[src/rtl/dispwr_pkg.sv]
package dispwr_pkg;
  // link-level phase of the receiver
  typedef enum logic [1:0] {
    PH_IDLE  = 2'd0,
    PH_ADDR  = 2'd1,
    PH_BYTES = 2'd2,
    PH_SKIP  = 2'd3
  } link_ph_t;

  // framing of the byte stream after addressing
  typedef enum logic [1:0] {
    FR_CTRL = 2'd0,
    FR_ONE  = 2'd1,
    FR_ALL  = 2'd2
  } frame_t;
endpackage

[src/rtl/dispwr_line_sync.sv]
module dispwr_line_sync #(
  parameter int   STAGES  = 2,
  parameter logic RST_VAL = 1'b1
) (
  input  logic clk,
  input  logic rst,
  input  logic line_i,
  output logic lvl_o,
  output logic rise_o,
  output logic fall_o
);
  logic prev_q;

  generate
    for (genvar i = 0; i < STAGES; i++) begin : g_stg
      logic q;
      if (i == 0) begin : g_first
        always_ff @(posedge clk) begin
          if (rst) q <= RST_VAL;
          else     q <= line_i;
        end
      end else begin : g_next
        always_ff @(posedge clk) begin
          if (rst) q <= RST_VAL;
          else     q <= g_stg[i-1].q;
        end
      end
    end
  endgenerate

  always_ff @(posedge clk) begin
    if (rst) prev_q <= RST_VAL;
    else     prev_q <= g_stg[STAGES-1].q;
  end

  assign lvl_o  = g_stg[STAGES-1].q;
  assign rise_o = g_stg[STAGES-1].q & ~prev_q;
  assign fall_o = ~g_stg[STAGES-1].q & prev_q;
endmodule

[src/rtl/dispwr_link.sv]
module dispwr_link
  import dispwr_pkg::*;
#(
  parameter int          ADDR_W  = 7,
  parameter logic [6:0]  DEV_ADR = 7'b0111110,
  parameter int          BYTE_W  = 8
) (
  input  logic              clk,
  input  logic              rst,
  input  logic              scl_lvl,
  input  logic              scl_rise,
  input  logic              scl_fall,
  input  logic              sda_lvl,
  input  logic              sda_rise,
  input  logic              sda_fall,
  output logic              sda_pull,
  output logic              byte_stb,
  output logic [BYTE_W-1:0] byte_val,
  output logic              frame_rst
);
  localparam int CNT_W    = $clog2(BYTE_W + 2);
  localparam logic [CNT_W-1:0] LAST_BIT = CNT_W'(BYTE_W);
  localparam logic [CNT_W-1:0] ACK_SLOT = CNT_W'(BYTE_W + 1);
  localparam logic [BYTE_W-1:0] ADR_WR = {DEV_ADR[ADDR_W-1:0], {(BYTE_W-ADDR_W){1'b0}}};

  link_ph_t          ph_q;
  logic [CNT_W-1:0]  cnt_q;
  logic [BYTE_W-1:0] sr_q;
  logic              start_c, stop_c, active_c;

  assign start_c  = sda_fall & scl_lvl;
  assign stop_c   = sda_rise & scl_lvl;
  assign active_c = (ph_q == PH_ADDR) || (ph_q == PH_BYTES);

  always_ff @(posedge clk) begin
    if (rst) begin
      ph_q      <= PH_IDLE;
      cnt_q     <= '0;
      sr_q      <= '0;
      sda_pull  <= 1'b0;
      byte_stb  <= 1'b0;
      byte_val  <= '0;
      frame_rst <= 1'b0;
    end else begin
      byte_stb  <= 1'b0;
      frame_rst <= 1'b0;
      if (start_c) begin
        ph_q     <= PH_ADDR;
        cnt_q    <= '0;
        sda_pull <= 1'b0;
      end else if (stop_c) begin
        ph_q     <= PH_IDLE;
        cnt_q    <= '0;
        sda_pull <= 1'b0;
      end else if (active_c) begin
        if (scl_rise && (cnt_q < LAST_BIT)) begin
          sr_q  <= {sr_q[BYTE_W-2:0], sda_lvl};
          cnt_q <= cnt_q + 1'b1;
        end else if (scl_fall && (cnt_q == LAST_BIT)) begin
          cnt_q <= ACK_SLOT;
          if (ph_q == PH_ADDR) begin
            if (sr_q == ADR_WR) begin
              sda_pull  <= 1'b1;
              frame_rst <= 1'b1;
              ph_q      <= PH_BYTES;
            end else begin
              ph_q <= PH_SKIP;
            end
          end else begin
            sda_pull <= 1'b1;
            byte_stb <= 1'b1;
            byte_val <= sr_q;
          end
        end else if (scl_fall && (cnt_q == ACK_SLOT)) begin
          sda_pull <= 1'b0;
          cnt_q    <= '0;
        end
      end
    end
  end
endmodule

[src/rtl/dispwr_frame.sv]
module dispwr_frame
  import dispwr_pkg::*;
#(
  parameter int BYTE_W = 8
) (
  input  logic              clk,
  input  logic              rst,
  input  logic              frame_rst,
  input  logic              byte_stb,
  input  logic [BYTE_W-1:0] byte_val,
  output logic              pl_valid,
  output logic [BYTE_W-1:0] pl_byte,
  output logic              pl_sel
);
  localparam int CO_BIT = BYTE_W - 1;
  localparam int RS_BIT = BYTE_W - 2;

  frame_t fr_q;
  logic   sel_q;

  always_ff @(posedge clk) begin
    if (rst) begin
      fr_q     <= FR_CTRL;
      sel_q    <= 1'b0;
      pl_valid <= 1'b0;
      pl_byte  <= '0;
      pl_sel   <= 1'b0;
    end else begin
      pl_valid <= 1'b0;
      if (frame_rst) begin
        fr_q <= FR_CTRL;
      end else if (byte_stb) begin
        case (fr_q)
          FR_CTRL: begin
            sel_q <= byte_val[RS_BIT];
            fr_q  <= byte_val[CO_BIT] ? FR_ONE : FR_ALL;
          end
          FR_ONE: begin
            pl_valid <= 1'b1;
            pl_byte  <= byte_val;
            pl_sel   <= sel_q;
            fr_q     <= FR_CTRL;
          end
          default: begin
            pl_valid <= 1'b1;
            pl_byte  <= byte_val;
            pl_sel   <= sel_q;
          end
        endcase
      end
    end
  end
endmodule

[src/rtl/dispwr_i2c_rx.sv]
module dispwr_i2c_rx #(
  parameter int         SYNC_STAGES = 2,
  parameter int         ADDR_W      = 7,
  parameter logic [6:0] DEV_ADR     = 7'b0111110,
  parameter int         BYTE_W      = 8
) (
  input  logic              clk,
  input  logic              rst,
  input  logic              scl_i,
  input  logic              sda_i,
  output logic              sda_pull_o,
  output logic              pl_valid_o,
  output logic [BYTE_W-1:0] pl_byte_o,
  output logic              pl_is_data_o
);
  logic scl_lvl, scl_rise, scl_fall;
  logic sda_lvl, sda_rise, sda_fall;
  logic byte_stb, frame_rst;
  logic [BYTE_W-1:0] byte_val;

  dispwr_line_sync #(.STAGES(SYNC_STAGES), .RST_VAL(1'b1)) u_scl (
    .clk(clk), .rst(rst), .line_i(scl_i),
    .lvl_o(scl_lvl), .rise_o(scl_rise), .fall_o(scl_fall)
  );

  dispwr_line_sync #(.STAGES(SYNC_STAGES), .RST_VAL(1'b1)) u_sda (
    .clk(clk), .rst(rst), .line_i(sda_i),
    .lvl_o(sda_lvl), .rise_o(sda_rise), .fall_o(sda_fall)
  );

  dispwr_link #(.ADDR_W(ADDR_W), .DEV_ADR(DEV_ADR), .BYTE_W(BYTE_W)) u_link (
    .clk(clk), .rst(rst),
    .scl_lvl(scl_lvl), .scl_rise(scl_rise), .scl_fall(scl_fall),
    .sda_lvl(sda_lvl), .sda_rise(sda_rise), .sda_fall(sda_fall),
    .sda_pull(sda_pull_o), .byte_stb(byte_stb), .byte_val(byte_val),
    .frame_rst(frame_rst)
  );

  dispwr_frame #(.BYTE_W(BYTE_W)) u_frame (
    .clk(clk), .rst(rst),
    .frame_rst(frame_rst), .byte_stb(byte_stb), .byte_val(byte_val),
    .pl_valid(pl_valid_o), .pl_byte(pl_byte_o), .pl_sel(pl_is_data_o)
  );
endmodule

[config.mk]
export PLATFORM = sky130hd
export DESIGN_NAME = dispwr_i2c_rx
export DESIGN_NICKNAME = d
export VERILOG_FILES = /design/src/rtl/dispwr_pkg.sv /design/src/rtl/dispwr_line_sync.sv /design/src/rtl/dispwr_link.sv /design/src/rtl/dispwr_frame.sv /design/src/rtl/dispwr_i2c_rx.sv
export SDC_FILE = /design/constraint.sdc
export NUM_CORES = 1
export LEC_CHECK = 0
export BUFFER_PORTS_ARGS = -buffer_cell sky130_fd_sc_hd__buf_2
export CAP_MARGIN = 5
export CORE_MARGIN = 1.5
export CORE_UTILIZATION = 51
export DETAILED_ROUTE_END_ITERATION = 6
export PLACE_DENSITY = 0.7
export SYNTH_ARGS = -nofsm -noshare
export SYNTH_HDL_FRONTEND = slang
export SYNTH_SLANG_ARGS = --single-unit
[constraint.sdc]
create_clock -name clk -period 3.1 [get_ports clk]
set_clock_uncertainty 0.1 [all_clocks]
set_input_delay 0.62 -clock clk [delete_from_list [all_inputs] [get_ports clk]]
set_output_delay 0.62 -clock clk [all_outputs]
set_load 0.02 [all_outputs]
==> run summary, run 1 <==
Post_cts resized - 0
M2 GR Usage - 0.280
Tot GR Track Use - 0.181
Post-CTS setup buffer count - 0
Layout cells sized above 1 - 0.191
DRC Markers - 0
Syn Area/Cell - 10.1 um2
Syn nets - 180
Min Tclk post-route - 2.13 ns
Die ar. - 0.00376 mm2
Setup slack, reg-to-reg - 0.97 ns
GPL Wtd Cong - 0.751
CTS tree - done
Critical Path Sink Type - flip-flop
Global route overflow - 0
YS warnings - 0
Relative slew slack - 0.598
GRT met3 Usage - 0.0441
Outcome - completed
Die width - 61.3 um
Crit path capture - u_link.sr_q[0]$_SDFFE_PP0P_
# hold bufs at CTS - 0
Final worst-path cycle share - 0.688
Largest net degree at the start of global routing - 39
Pins Over Slew Limit - 0
DRT Wirelength - 2740 um
Crit start category - flip-flop
Vias per inst - 5.26
Inserted Clock Buffers - 5
Max FO, Critical Path - 8
Layout area overhead - 8.74%
Async set-reset flop share out of synthesis - 0
Global-route layer with the greatest usage - met2
Pre-CTS WS - 0.980 ns
Clock transition at path regs - 0.12 ns
Post-synth cell types - 34
Via count - 1220
Worst-margin pin slew - 0.598 ns
FMAX - 469 MHz
VDD IR max - 0.298 mV
Die Y - 61.3 um
Met1 Track Usage GR - 0.225
Worst min path class - reg2reg
Drt pass-1 iters - 4
Sink Count - 44
CORE AREA - 0.00313 mm2
WL per Instance - 11.8 um
Commonest non-fill, non-tap cell in the layout - dfxtp_1
Vias in the first global route - 1144
Register area share after synthesis - 0.508
End of the worst register-to-register path - u_link.sr_q[0]$_SDFFE_PP0P_
RSZ-0062 raised after global routing - false
Row count - 20
Crit Path Class - reg2reg
Starting Density - 0.554
Number of I/O port buffers - 14
Worst-Skew Late Latency - 0.36 ns
Crit path required time - 3.24 ns
Setup_tns - 0 ns
Power, Total - 0.000858 W
R2R cell count - 6
Fin nets - 196
Initial antenna violation count - 0
Ant diodes - 0
Fillers - 293
Post-Syn Instances - 172
R2R Path Start - u_link.ph_q[1]$_SDFFE_PP0P_
Max Cap Viol - 0
Placed wire-length estimate - 1840 um
# setup viols final - 0
Prevailing post-synth register cell - dfxtp_1
Synthesized area - 0.00173 mm2
Setup WS post-layout - 0.968 ns
H-tree depth - 2
Initial DRC count - 37
PD cells - 455 mW/mm2
Crit path from - u_link.ph_q[1]$_SDFFE_PP0P_
Fin. Hold Viols - 0
Pleak - 0.751 nW
First-pass GRT wire length - 4880 um
Antenna-violating nets left - 0
Number of flops mapped to enable cells by yosys - 0
Io pins - 15
Most frequent cells in the layout - 44 x dfxtp_1, 34 x nor2_1, 26 x mux2i_1
Clock buffer depth - 2
Clock root buffer - clkbuf_4
Yosys reg bits - 44
CP Data Arrival Time - 2.27 ns
## registers in the layout (all words and copies together), names as in the netlist, 2 cells and up
| register | cells |
|---|---|
| u_link.sr_q | 8 |
| u_frame.fr_q | 2 |
| u_link.byte_val | 8 |
| u_frame.pl_byte | 8 |
| u_link.cnt_q | 4 |
| u_link.ph_q | 2 |
## per-stage QoR
step	util	std cells	area, um2	hold WS, ns
global placement	0.586	225	1830	0.292
floorplan	-	172	1730	0.289
finish	0.602	232	1880	0.322
CTS	0.602	232	1880	0.322
global route	0.602	232	1880	0.317
detailed placement	0.586	225	1830	0.294
## synth_stat cells, types with 3 or more instances
cell type  count  area (um2)
a21oi_1        6        30.0
clkbuf_1       4        15.0
dfxtp_1       44         881
ha_1           4        50.1
inv_1          7        26.3
mux2i_1       26         260
nand2_1        5        18.8
nor2_1        34         128
nor2b_1        3        18.8
nor3_1         4        20.0
or2_2          7        43.8
## worst min path at each step
| stage | from | endpoint | slack (ns) | depth (start not counted) |
|---|---|---|---|---|
| floorplan | u_scl.g_stg[0].q$_SDFF_PP1_ | u_scl.lvl_o$_SDFF_PP1_ | 0.29 | 1 |
| global placement | u_scl.g_stg[0].q$_SDFF_PP1_ | u_scl.lvl_o$_SDFF_PP1_ | 0.29 | 1 |
| detailed placement | u_scl.g_stg[0].q$_SDFF_PP1_ | u_scl.lvl_o$_SDFF_PP1_ | 0.29 | 1 |
| CTS | u_scl.g_stg[0].q$_SDFF_PP1_ | u_scl.lvl_o$_SDFF_PP1_ | 0.32 | 1 |
| global route | scl_i | u_scl.g_stg[0].q$_SDFF_PP1_ | 0.32 | 2 |
| finish | u_scl.g_stg[0].q$_SDFF_PP1_ | u_scl.lvl_o$_SDFF_PP1_ | 0.32 | 1 |
## per-layer routing
metal	share of wire	wire [um]	up-vias
li1	-	-	617
met1	0.48	1330	573
met2	0.45	1250	24
met3	0.038	103	6
met4	0.023	64	0
met5	0	0	-
## layout make-up
class                   count  area (um2)  share of cell area
repair buffers             16        85.1              0.0452
clock inverters             2        12.5             0.00664
flip-flops and latches     44         881               0.467
inverters                   7        26.3              0.0139
clock buffers               5        37.5              0.0199
well taps                  44        55.1              0.0292
multi-input cells         114         787               0.418
## worst max-delay path, stage by stage, from the launching register on
cell	delay, ns
dfxtp_1	0.35
inv_1	0.04
ha_1	0.38
or4b_4	0.54
a21oi_4	0.31
mux2i_1	0.22
nor2_1	0.06
## power breakdown
group	switching, W	internal, W
Sequential	0.00000337	0.000569
Combinational	0.0000155	0.00000912
Clock	0.000178	0.0000827
## cells by family (layout without fill, tap and decap cells)
family,count (synthesis),in the layout,share of synthesized area
simple gates,66,66,0.199
flops,44,44,0.508
mux,26,26,0.150
compound gates,16,16,0.0657
buf+inv,14,30,0.0375
fa+ha+maj,4,4,0.0289
xor+xnor,2,2,0.0101
Power figures use the tool's default switching activity.
==> run 2: changes to the inputs <==
--- a/config.mk
+++ b/config.mk
@@ -5,6 +5,7 @@
 export SDC_FILE = /design/constraint.sdc
 export NUM_CORES = 1
 export LEC_CHECK = 0
+export ABC_AREA = 1
 export BUFFER_PORTS_ARGS = -buffer_cell sky130_fd_sc_hd__buf_2
 export CAP_MARGIN = 5
 export CORE_MARGIN = 1.5
==> constraint.sdc (replaced) <==
create_clock -name clk -period 2.2 [get_ports clk]
set_clock_uncertainty 0.1 [all_clocks]
set_input_delay 0.44 -clock clk [delete_from_list [all_inputs] [get_ports clk]]
set_output_delay 0.44 -clock clk [all_outputs]
set_load 0.02 [all_outputs]
==> run summary, run 2 <==
R2R Path Start - u_link.cnt_q[0]$_SDFFE_PP0P_ (was u_link.ph_q[1]$_SDFFE_PP0P_)
Relative slew slack - 0.622 (was 0.598)
Pins Over Slew Limit - 0 (unchanged)
# hold bufs at CTS - 0 (unchanged)
Pre-CTS WS - 0.529 ns (was 0.980 ns)
Synth top area cells - dfxtp_1 49%, nor2_1 8.3%, a21oi_1 6.7%, nand2_1 6.3%, inv_1 6.1% (was dfxtp_1 51%, mux2i_1 15%, nor2_1 7.4%, ha_1 2.9%, or2_2 2.5%)
Slowest Stage Delay on Critical Path - 0.36 ns (was 0.54 ns)
Yosys reg bits - 44 (unchanged)
Tot GR Track Use - 0.184 (was 0.181)
Synthesized area - 0.00180 mm2 (was 0.00173 mm2)
Min Tclk post-route - 1.70 ns (was 2.13 ns)
Commonest non-fill, non-tap cell in the layout - dfxtp_1 (unchanged)
Via count - 1460 (was 1220)
H-tree depth - 2 (unchanged)
YS warnings - 0 (unchanged)
Slowest cell on crit path - dfxtp_1 (was or4b_4)
CTS tree - done (unchanged)
Clock root buffer - clkbuf_4 (unchanged)
Cell family with most CP delay - simple AND/OR/NAND/NOR gates (unchanged)
Fillers - 354 (was 293)
Crit Path Class - reg2reg (unchanged)
Prevailing post-synth register cell - dfxtp_1 (unchanged)
Placed wire-length estimate - 2180 um (was 1840 um)
WHS Path Cells - 2 (was 1)
Simple-gate portion of the synthesized area - 0.257 (was 0.199)
Sink Count - 44 (unchanged)
FMAX - 588 MHz (was 469 MHz)
Drt pass-1 iters - 4 (unchanged)
Pleak - 0.826 nW (was 0.751 nW)
Vias in the first global route - 1316 (was 1144)
Min-delay src - sda_i (was u_scl.g_stg[0].q$_SDFF_PP1_)
Synth area leader - dfxtp_1 (unchanged)
Starting Density - 0.535 (was 0.554)
Die width - 62.4 um (was 61.3 um)
Die ar. - 0.00389 mm2 (was 0.00376 mm2)
Antenna-violating nets left - 0 (unchanged)
Final worst-path cycle share - 0.773 (was 0.688)
GPL Wtd Cong - 0.799 (was 0.751)
Worst-margin pin slew - 0.565 ns (was 0.598 ns)
Async set-reset flop share out of synthesis - 0 (unchanged)
Syn Area/Cell - 7.59 um2 (was 10.1 um2)
Global-route layer with the greatest usage - met2 (unchanged)
Max FO, Critical Path - 16 (was 8)
Worst-Skew Late Latency - 0.35 ns (was 0.36 ns)
CP Data Arrival Time - 1.86 ns (was 2.27 ns)
Fin. Hold Viols - 0 (unchanged)
Multiplexer share of the synthesized area - 0 (was 0.150)
Setup_tns - 0 ns (unchanged)
CORE AREA - 0.00336 mm2 (was 0.00313 mm2)
Number of flops mapped to enable cells by yosys - 0 (unchanged)
Initial DRC count - 78 (was 37)
Die Y - 62.4 um (was 61.3 um)
Setup WS post-layout - 0.500 ns (was 0.968 ns)
Initial antenna violation count - 0 (unchanged)
Core Util, Final - 0.586 (was 0.602)
# setup viols final - 0 (unchanged)
Critical Path Sink Type - flip-flop (unchanged)
Row count - 21 (was 20)
Setup slack, reg-to-reg - 0.50 ns (was 0.97 ns)
Hold Path End - u_sda.g_stg[0].q$_SDFF_PP1_ (was u_scl.lvl_o$_SDFF_PP1_)
End of the worst register-to-register path - u_link.byte_val[3]$_SDFFE_PP0P_ (was u_link.sr_q[0]$_SDFFE_PP0P_)
Yosys top cell area share - 0.490 (was 0.508)
Ant diodes - 0 (unchanged)
M2 GR Usage - 0.276 (was 0.280)
Fin nets - 261 (was 196)
DRT Wirelength - 3160 um (was 2740 um)
Post-synth cell types - 27 (was 34)
Outcome - completed (unchanged)
Met1 Track Usage GR - 0.243 (was 0.225)
XOR/XNOR share of the synthesized area - 0 (was 0.0101)
Most frequent cell after synthesis - dfxtp_1 (unchanged)
Global route overflow - 0 (unchanged)
Crit start category - flip-flop (unchanged)
Max Cap Viol - 0 (unchanged)
Syn nets - 245 (was 180)
RSZ-0062 raised after global routing - false (unchanged)
Worst Path Buf+Inv - 2 (was 1)
Layout cells sized above 1 - 0.138 (was 0.191)
Clock transition at path regs - 0.12 ns (about the same)
Compound-Gate Fraction of Synth Area - 0.136 (was 0.0657)
PD cells - 690 mW/mm2 (was 455 mW/mm2)
Largest family of logic cells by synthesized area - simple AND/OR/NAND/NOR gates (unchanged)
Largest net degree at the start of global routing - 29 (was 39)
Vias per inst - 4.87 (was 5.26)
VDD IR max - 0.303 mV (was 0.298 mV)
Post_cts resized - 0 (unchanged)
Layout area overhead - 9.60% (was 8.74%)
Synth cell count leaders - 44 x dfxtp_1, 40 x nor2_1, 30 x nand2_1 (was 44 x dfxtp_1, 34 x nor2_1, 26 x mux2i_1)
Worst min path class - in2reg (was reg2reg)
GRT met3 Usage - 0.0577 (was 0.0441)
Register area share after synthesis - 0.490 (was 0.508)
First-pass GRT wire length - 5690 um (was 4880 um)
Io pins - 15 (unchanged)
Most frequent cells in the layout - 44 x dfxtp_1, 40 x nor2_1, 30 x nand2_1 (was 44 x dfxtp_1, 34 x nor2_1, 26 x mux2i_1)
Crit path required time - 2.36 ns (was 3.24 ns)
Top flop regs - u_frame.pl_byte: 8 flops, u_link.byte_val: 8 flops, u_link.sr_q: 8 flops (unchanged)
Inserted Clock Buffers - 5 (unchanged)
Crit-path cells - inv_1 > ha_1 > nand3_1 > nor2_2 > nand2_1 > inv_2 > nand3_1 > nand2_1 > nor2_1 (was inv_1 > ha_1 > or4b_4 > a21oi_4 > mux2i_1 > nor2_1)
DRC Markers - 0 (unchanged)
Post-Syn Instances - 237 (was 172)
Number of I/O port buffers - 14 (unchanged)
WL per Instance - 10.5 um (was 11.8 um)
Clock buffer depth - 2 (unchanged)
Post-synthesis adder-cell area fraction - 0.0278 (was 0.0289)
Crit path from - u_link.cnt_q[0]$_SDFFE_PP0P_ (was u_link.ph_q[1]$_SDFFE_PP0P_)
Post-CTS setup buffer count - 0 (unchanged)
R2R cell count - 9 (was 6)
run 2: per-layer routing:
| layer | share of wire | routed length [um] | vias up |
|---|---|---|---|
| li1 | - | - | 795 |
| met5 | 0 | 0 | - |
| met4 | 0.018 | 58 | 0 |
| met2 | 0.41 | 1280 | 26 |
| met1 | 0.52 | 1650 | 632 |
| met3 | 0.051 | 162 | 7 |
run 2: where the power goes:
part	internal [W]	switching, W	total [W]	leakage [nW]
Clock	0.000238	0.000252	0.000491	0.0422
Combinational	0.0000207	0.0000425	0.0000632	0.428
Sequential	0.000803	0.00000393	0.000807	0.356
Total	0.00106	0.000299	0.00136	0.826
run 2: how the worst max path moves through the flow:
stage,to,slack (ns),cells past startpoint
6_report,u_link.byte_val[3]$_SDFFE_PP0P_,0.50,9
5_1_grt,u_link.cnt_q[0]$_SDFFE_PP0P_,0.31,7
4_1_cts,u_link.byte_val[3]$_SDFFE_PP0P_,0.51,9
3_5_place_dp,u_link.byte_val[3]$_SDFFE_PP0P_,0.53,9
3_3_place_gp,u_link.cnt_q[0]$_SDFFE_PP0P_,0.57,6
2_1_floorplan,u_link.byte_val[7]$_SDFFE_PP0P_,0.70,10
run 2: cells by family after synthesis:
family / after synthesis
buffers and inverters: 39
DFF: 44
adders and majority gates: 4
and+or+nand+nor: 103
AOI/OAI and AO/OA: 47
run 2: worst reg2reg max path: stages (launching register included):
cell	delay, ns
dfxtp_1	0.36
inv_1	0.10
ha_1	0.19
nand3_1	0.10
nor2_2	0.15
nand2_1	0.12
inv_2	0.23
nand3_1	0.12
nand2_1	0.10
nor2_1	0.04
run 2: final cells by class:
type | count | area (um2) | area share
Clock buffer | 6 | 41.3 | 0.0209
Tap cell | 46 | 57.6 | 0.0292
Multi-Input combinational cell | 154 | 756 | 0.383
Sequential cell | 44 | 881 | 0.447
Timing Repair Buffer | 15 | 77.6 | 0.0393
Clock inverter | 2 | 35.0 | 0.0178
Inverter | 33 | 124 | 0.0628
run 2: stage by stage:
step / area (um2) / hold WS [ns] / total power, W / instances
2_1_floorplan: 1800 / 0.289 / 0.000877 / 237
3_3_place_gp: 1900 / 0.293 / 0.000887 / 292
3_5_place_dp: 1900 / 0.294 / 0.000887 / 292
4_1_cts: 1970 / 0.144 / 0.00138 / 300
5_1_grt: 1970 / 0.130 / 0.00142 / 300
6_report: 1970 / 0.158 / 0.00136 / 300
==> run 3: changes to the inputs <==
==> constraint.sdc (replaced) <==
create_clock -name clk -period 1.65 [get_ports clk]
set_clock_uncertainty 0.1 [all_clocks]
set_input_delay 0.33 -clock clk [delete_from_list [all_inputs] [get_ports clk]]
set_output_delay 0.33 -clock clk [all_outputs]
set_load 0.02 [all_outputs]
==> run summary, run 3 (synthesis results as in run 2) <==
Layout area overhead - 14.7% (was 9.60%)
Worst Path Buf+Inv - 2 (unchanged)
Max FO, Critical Path - 4 (was 16)
DRT Wirelength - 3200 um (was 3160 um)
Relative slew slack - 0.745 (was 0.622)
Clock root buffer - clkbuf_4 (unchanged)
Worst-Skew Late Latency - 0.35 ns (about the same)
Sink Count - 44 (unchanged)
Most frequent CP cell - buf_4
Most frequent cells in the layout - 42 x dfxtp_1, 39 x nor2_1, 29 x inv_1 (was 44 x dfxtp_1, 40 x nor2_1, 30 x nand2_1)
Drt pass-1 iters - 4 (unchanged)
Placed wire-length estimate - 2260 um (was 2180 um)
FMAX - 653 MHz (was 588 MHz)
Layout cells sized above 1 - 0.184 (was 0.138)
CORE AREA - 0.00336 mm2 (unchanged)
Number of I/O port buffers - 14 (unchanged)
Io pins - 15 (unchanged)
Hold WS - 0.0564 ns (was 0.158 ns)
Setup WS post-layout - 0.118 ns (was 0.500 ns)
Cell family with most CP delay - compound AO/OA/AOI/OAI gates (was simple AND/OR/NAND/NOR gates)
Pins Over Slew Limit - 0 (unchanged)
Fillers - 323 (was 354)
Fin. Hold Viols - 0 (unchanged)
DRC Markers - 0 (unchanged)
Largest net degree at the start of global routing - 20 (was 29)
PD cells - 914 mW/mm2 (was 690 mW/mm2)
RSZ-0062 raised after global routing - true (was false)
Inserted Clock Buffers - 5 (unchanged)
Die ar. - 0.00389 mm2 (unchanged)
Initial DRC count - 73 (was 78)
Crit path required time - 1.83 ns (was 2.36 ns)
Outcome - completed (unchanged)
First-pass GRT wire length - 5720 um (was 5690 um)
Crit-path cells - buf_4 > ha_1 > o211ai_1 > buf_4 > nand3_1 > a21oi_1 (was inv_1 > ha_1 > nand3_1 > nor2_2 > nand2_1 > inv_2 > nand3_1 > nand2_1 > nor2_1)
Critical Path Sink Type - flip-flop (unchanged)
Antenna-violating nets left - 0 (unchanged)
Clock buffer depth - 2 (unchanged)
Fin nets - 268 (was 261)
GPL Wtd Cong - 0.807 (was 0.799)
CTS tree - done (unchanged)
Via count - 1473 (was 1460)
Worst min path class - in2reg (unchanged)
Crit Path Class - reg2reg (unchanged)
Pre-CTS WS - 0.0445 ns (was 0.529 ns)
Commonest non-fill, non-tap cell in the layout - dfxtp_1 (unchanged)
Global route overflow - 0 (unchanged)
Ant diodes - 0 (unchanged)
Starting Density - 0.535 (unchanged)
Die width - 62.4 um (unchanged)
# setup viols final - 0 (unchanged)
Crit start category - flip-flop (unchanged)
Slowest Stage Delay on Critical Path - 0.35 ns (was 0.36 ns)
Tot GR Track Use - 0.181 (was 0.184)
Slowest cell on crit path - o211ai_1 (was dfxtp_1)
Setup_tns - 0 ns (unchanged)
Vias per inst - 4.80 (was 4.87)
Pleak - 0.867 nW (was 0.826 nW)
H-tree depth - 2 (unchanged)
CP Data Arrival Time - 1.71 ns (was 1.86 ns)
Clock transition at path regs - 0.13 ns (was 0.12 ns)
Die Y - 62.4 um (unchanged)
Vias in the first global route - 1347 (was 1316)
Initial antenna violation count - 0 (unchanged)
VDD IR max - 0.585 mV (was 0.303 mV)
WL per Instance - 10.4 um (was 10.5 um)
Row count - 21 (unchanged)
Max Cap Viol - 0 (unchanged)
Post-CTS setup buffer count - 0 (unchanged)
Min Tclk post-route - 1.53 ns (was 1.70 ns)
Final worst-path cycle share - 0.929 (was 0.773)
Worst-margin pin slew - 0.381 ns (was 0.565 ns)
Top flop regs - u_frame.pl_byte: 8 flops, u_link.byte_val: 8 flops, u_link.sr_q: 8 flops (unchanged)
==> run 3: cell count changes in the layout (fill, tap and decap cells not counted), sizes merged <==
cell    before  now
clkinv       2    3
inv         32   31
buf         15   22
==> run 3: metal layers <==
layer  global-route usage  routed length (um)  vias to the layer above
li1                     -                   -                      803
met1                0.238                1680                      643
met2                0.285                1360                       22
met3               0.0559                 114                        5
met4               0.0611                  46                        0
met5                    0                   0                        -
==> run 3: what timing repair did <==
item,4_1_cts,5_1_grt
gates resized for setup,0,10
endpoints found under the hold margin,0,0
setup endpoints to repair,0,19
hold buffers,0,0
==> run 3: worst reg2reg max path: stages, from the launching register on <==
cell and delay (ns):
dfxtp_1 0.33, buf_4 0.14, ha_1 0.19, o211ai_1 0.35, buf_4 0.19, nand3_1 0.06, a21oi_1 0.12
==> run 3: worst paths after layout <==
| check | from | to | slack [ns] | cells past startpoint |
|---|---|---|---|---|
| worst max-delay path | u_link.cnt_q[0]$_SDFFE_PP0P_ | u_link.cnt_q[1]$_SDFFE_PP0P_ | 0.12 | 6 |
| worst max register to register | u_link.cnt_q[0]$_SDFFE_PP0P_ | u_link.cnt_q[1]$_SDFFE_PP0P_ | 0.12 | 6 |
| worst min register to register | u_scl.g_stg[0].q$_SDFF_PP1_ | u_scl.lvl_o$_SDFF_PP1_ | 0.32 | 1 |
| worst min-delay path | sda_i | u_sda.g_stg[0].q$_SDFF_PP1_ | 0.06 | 2 |
==> run 3: cell type report <==
class | instances | area [um2] | share of cell area
clock buffers | 6 | 51.3 | 0.0248
clock inverters | 2 | 38.8 | 0.0188
inverters | 33 | 129 | 0.0624
multi-input cells | 154 | 771 | 0.373
flip-flops and latches | 44 | 883 | 0.428
well taps | 46 | 57.6 | 0.0279
repair buffers | 22 | 134 | 0.0648
==> run 3: power breakdown <==
part	internal, W	switching (W)	total (W)	leakage, nW
combinational	0.0000392	0.0000603	0.0000995	0.463
clock	0.000363	0.000347	0.000710	0.0484
sequential	0.00107	0.00000553	0.00108	0.356
==> run 3: per-stage QoR <==
step | area, um2 | instances | util | total power, W
floorplan | 1800 | 237 | - | 0.00117
global placement | 1950 | 299 | 0.579 | 0.00119
detailed placement | 1950 | 299 | 0.579 | 0.00119
CTS | 2040 | 307 | 0.606 | 0.00190
global route | 2060 | 307 | 0.614 | 0.00196
finish | 2060 | 307 | 0.614 | 0.00189
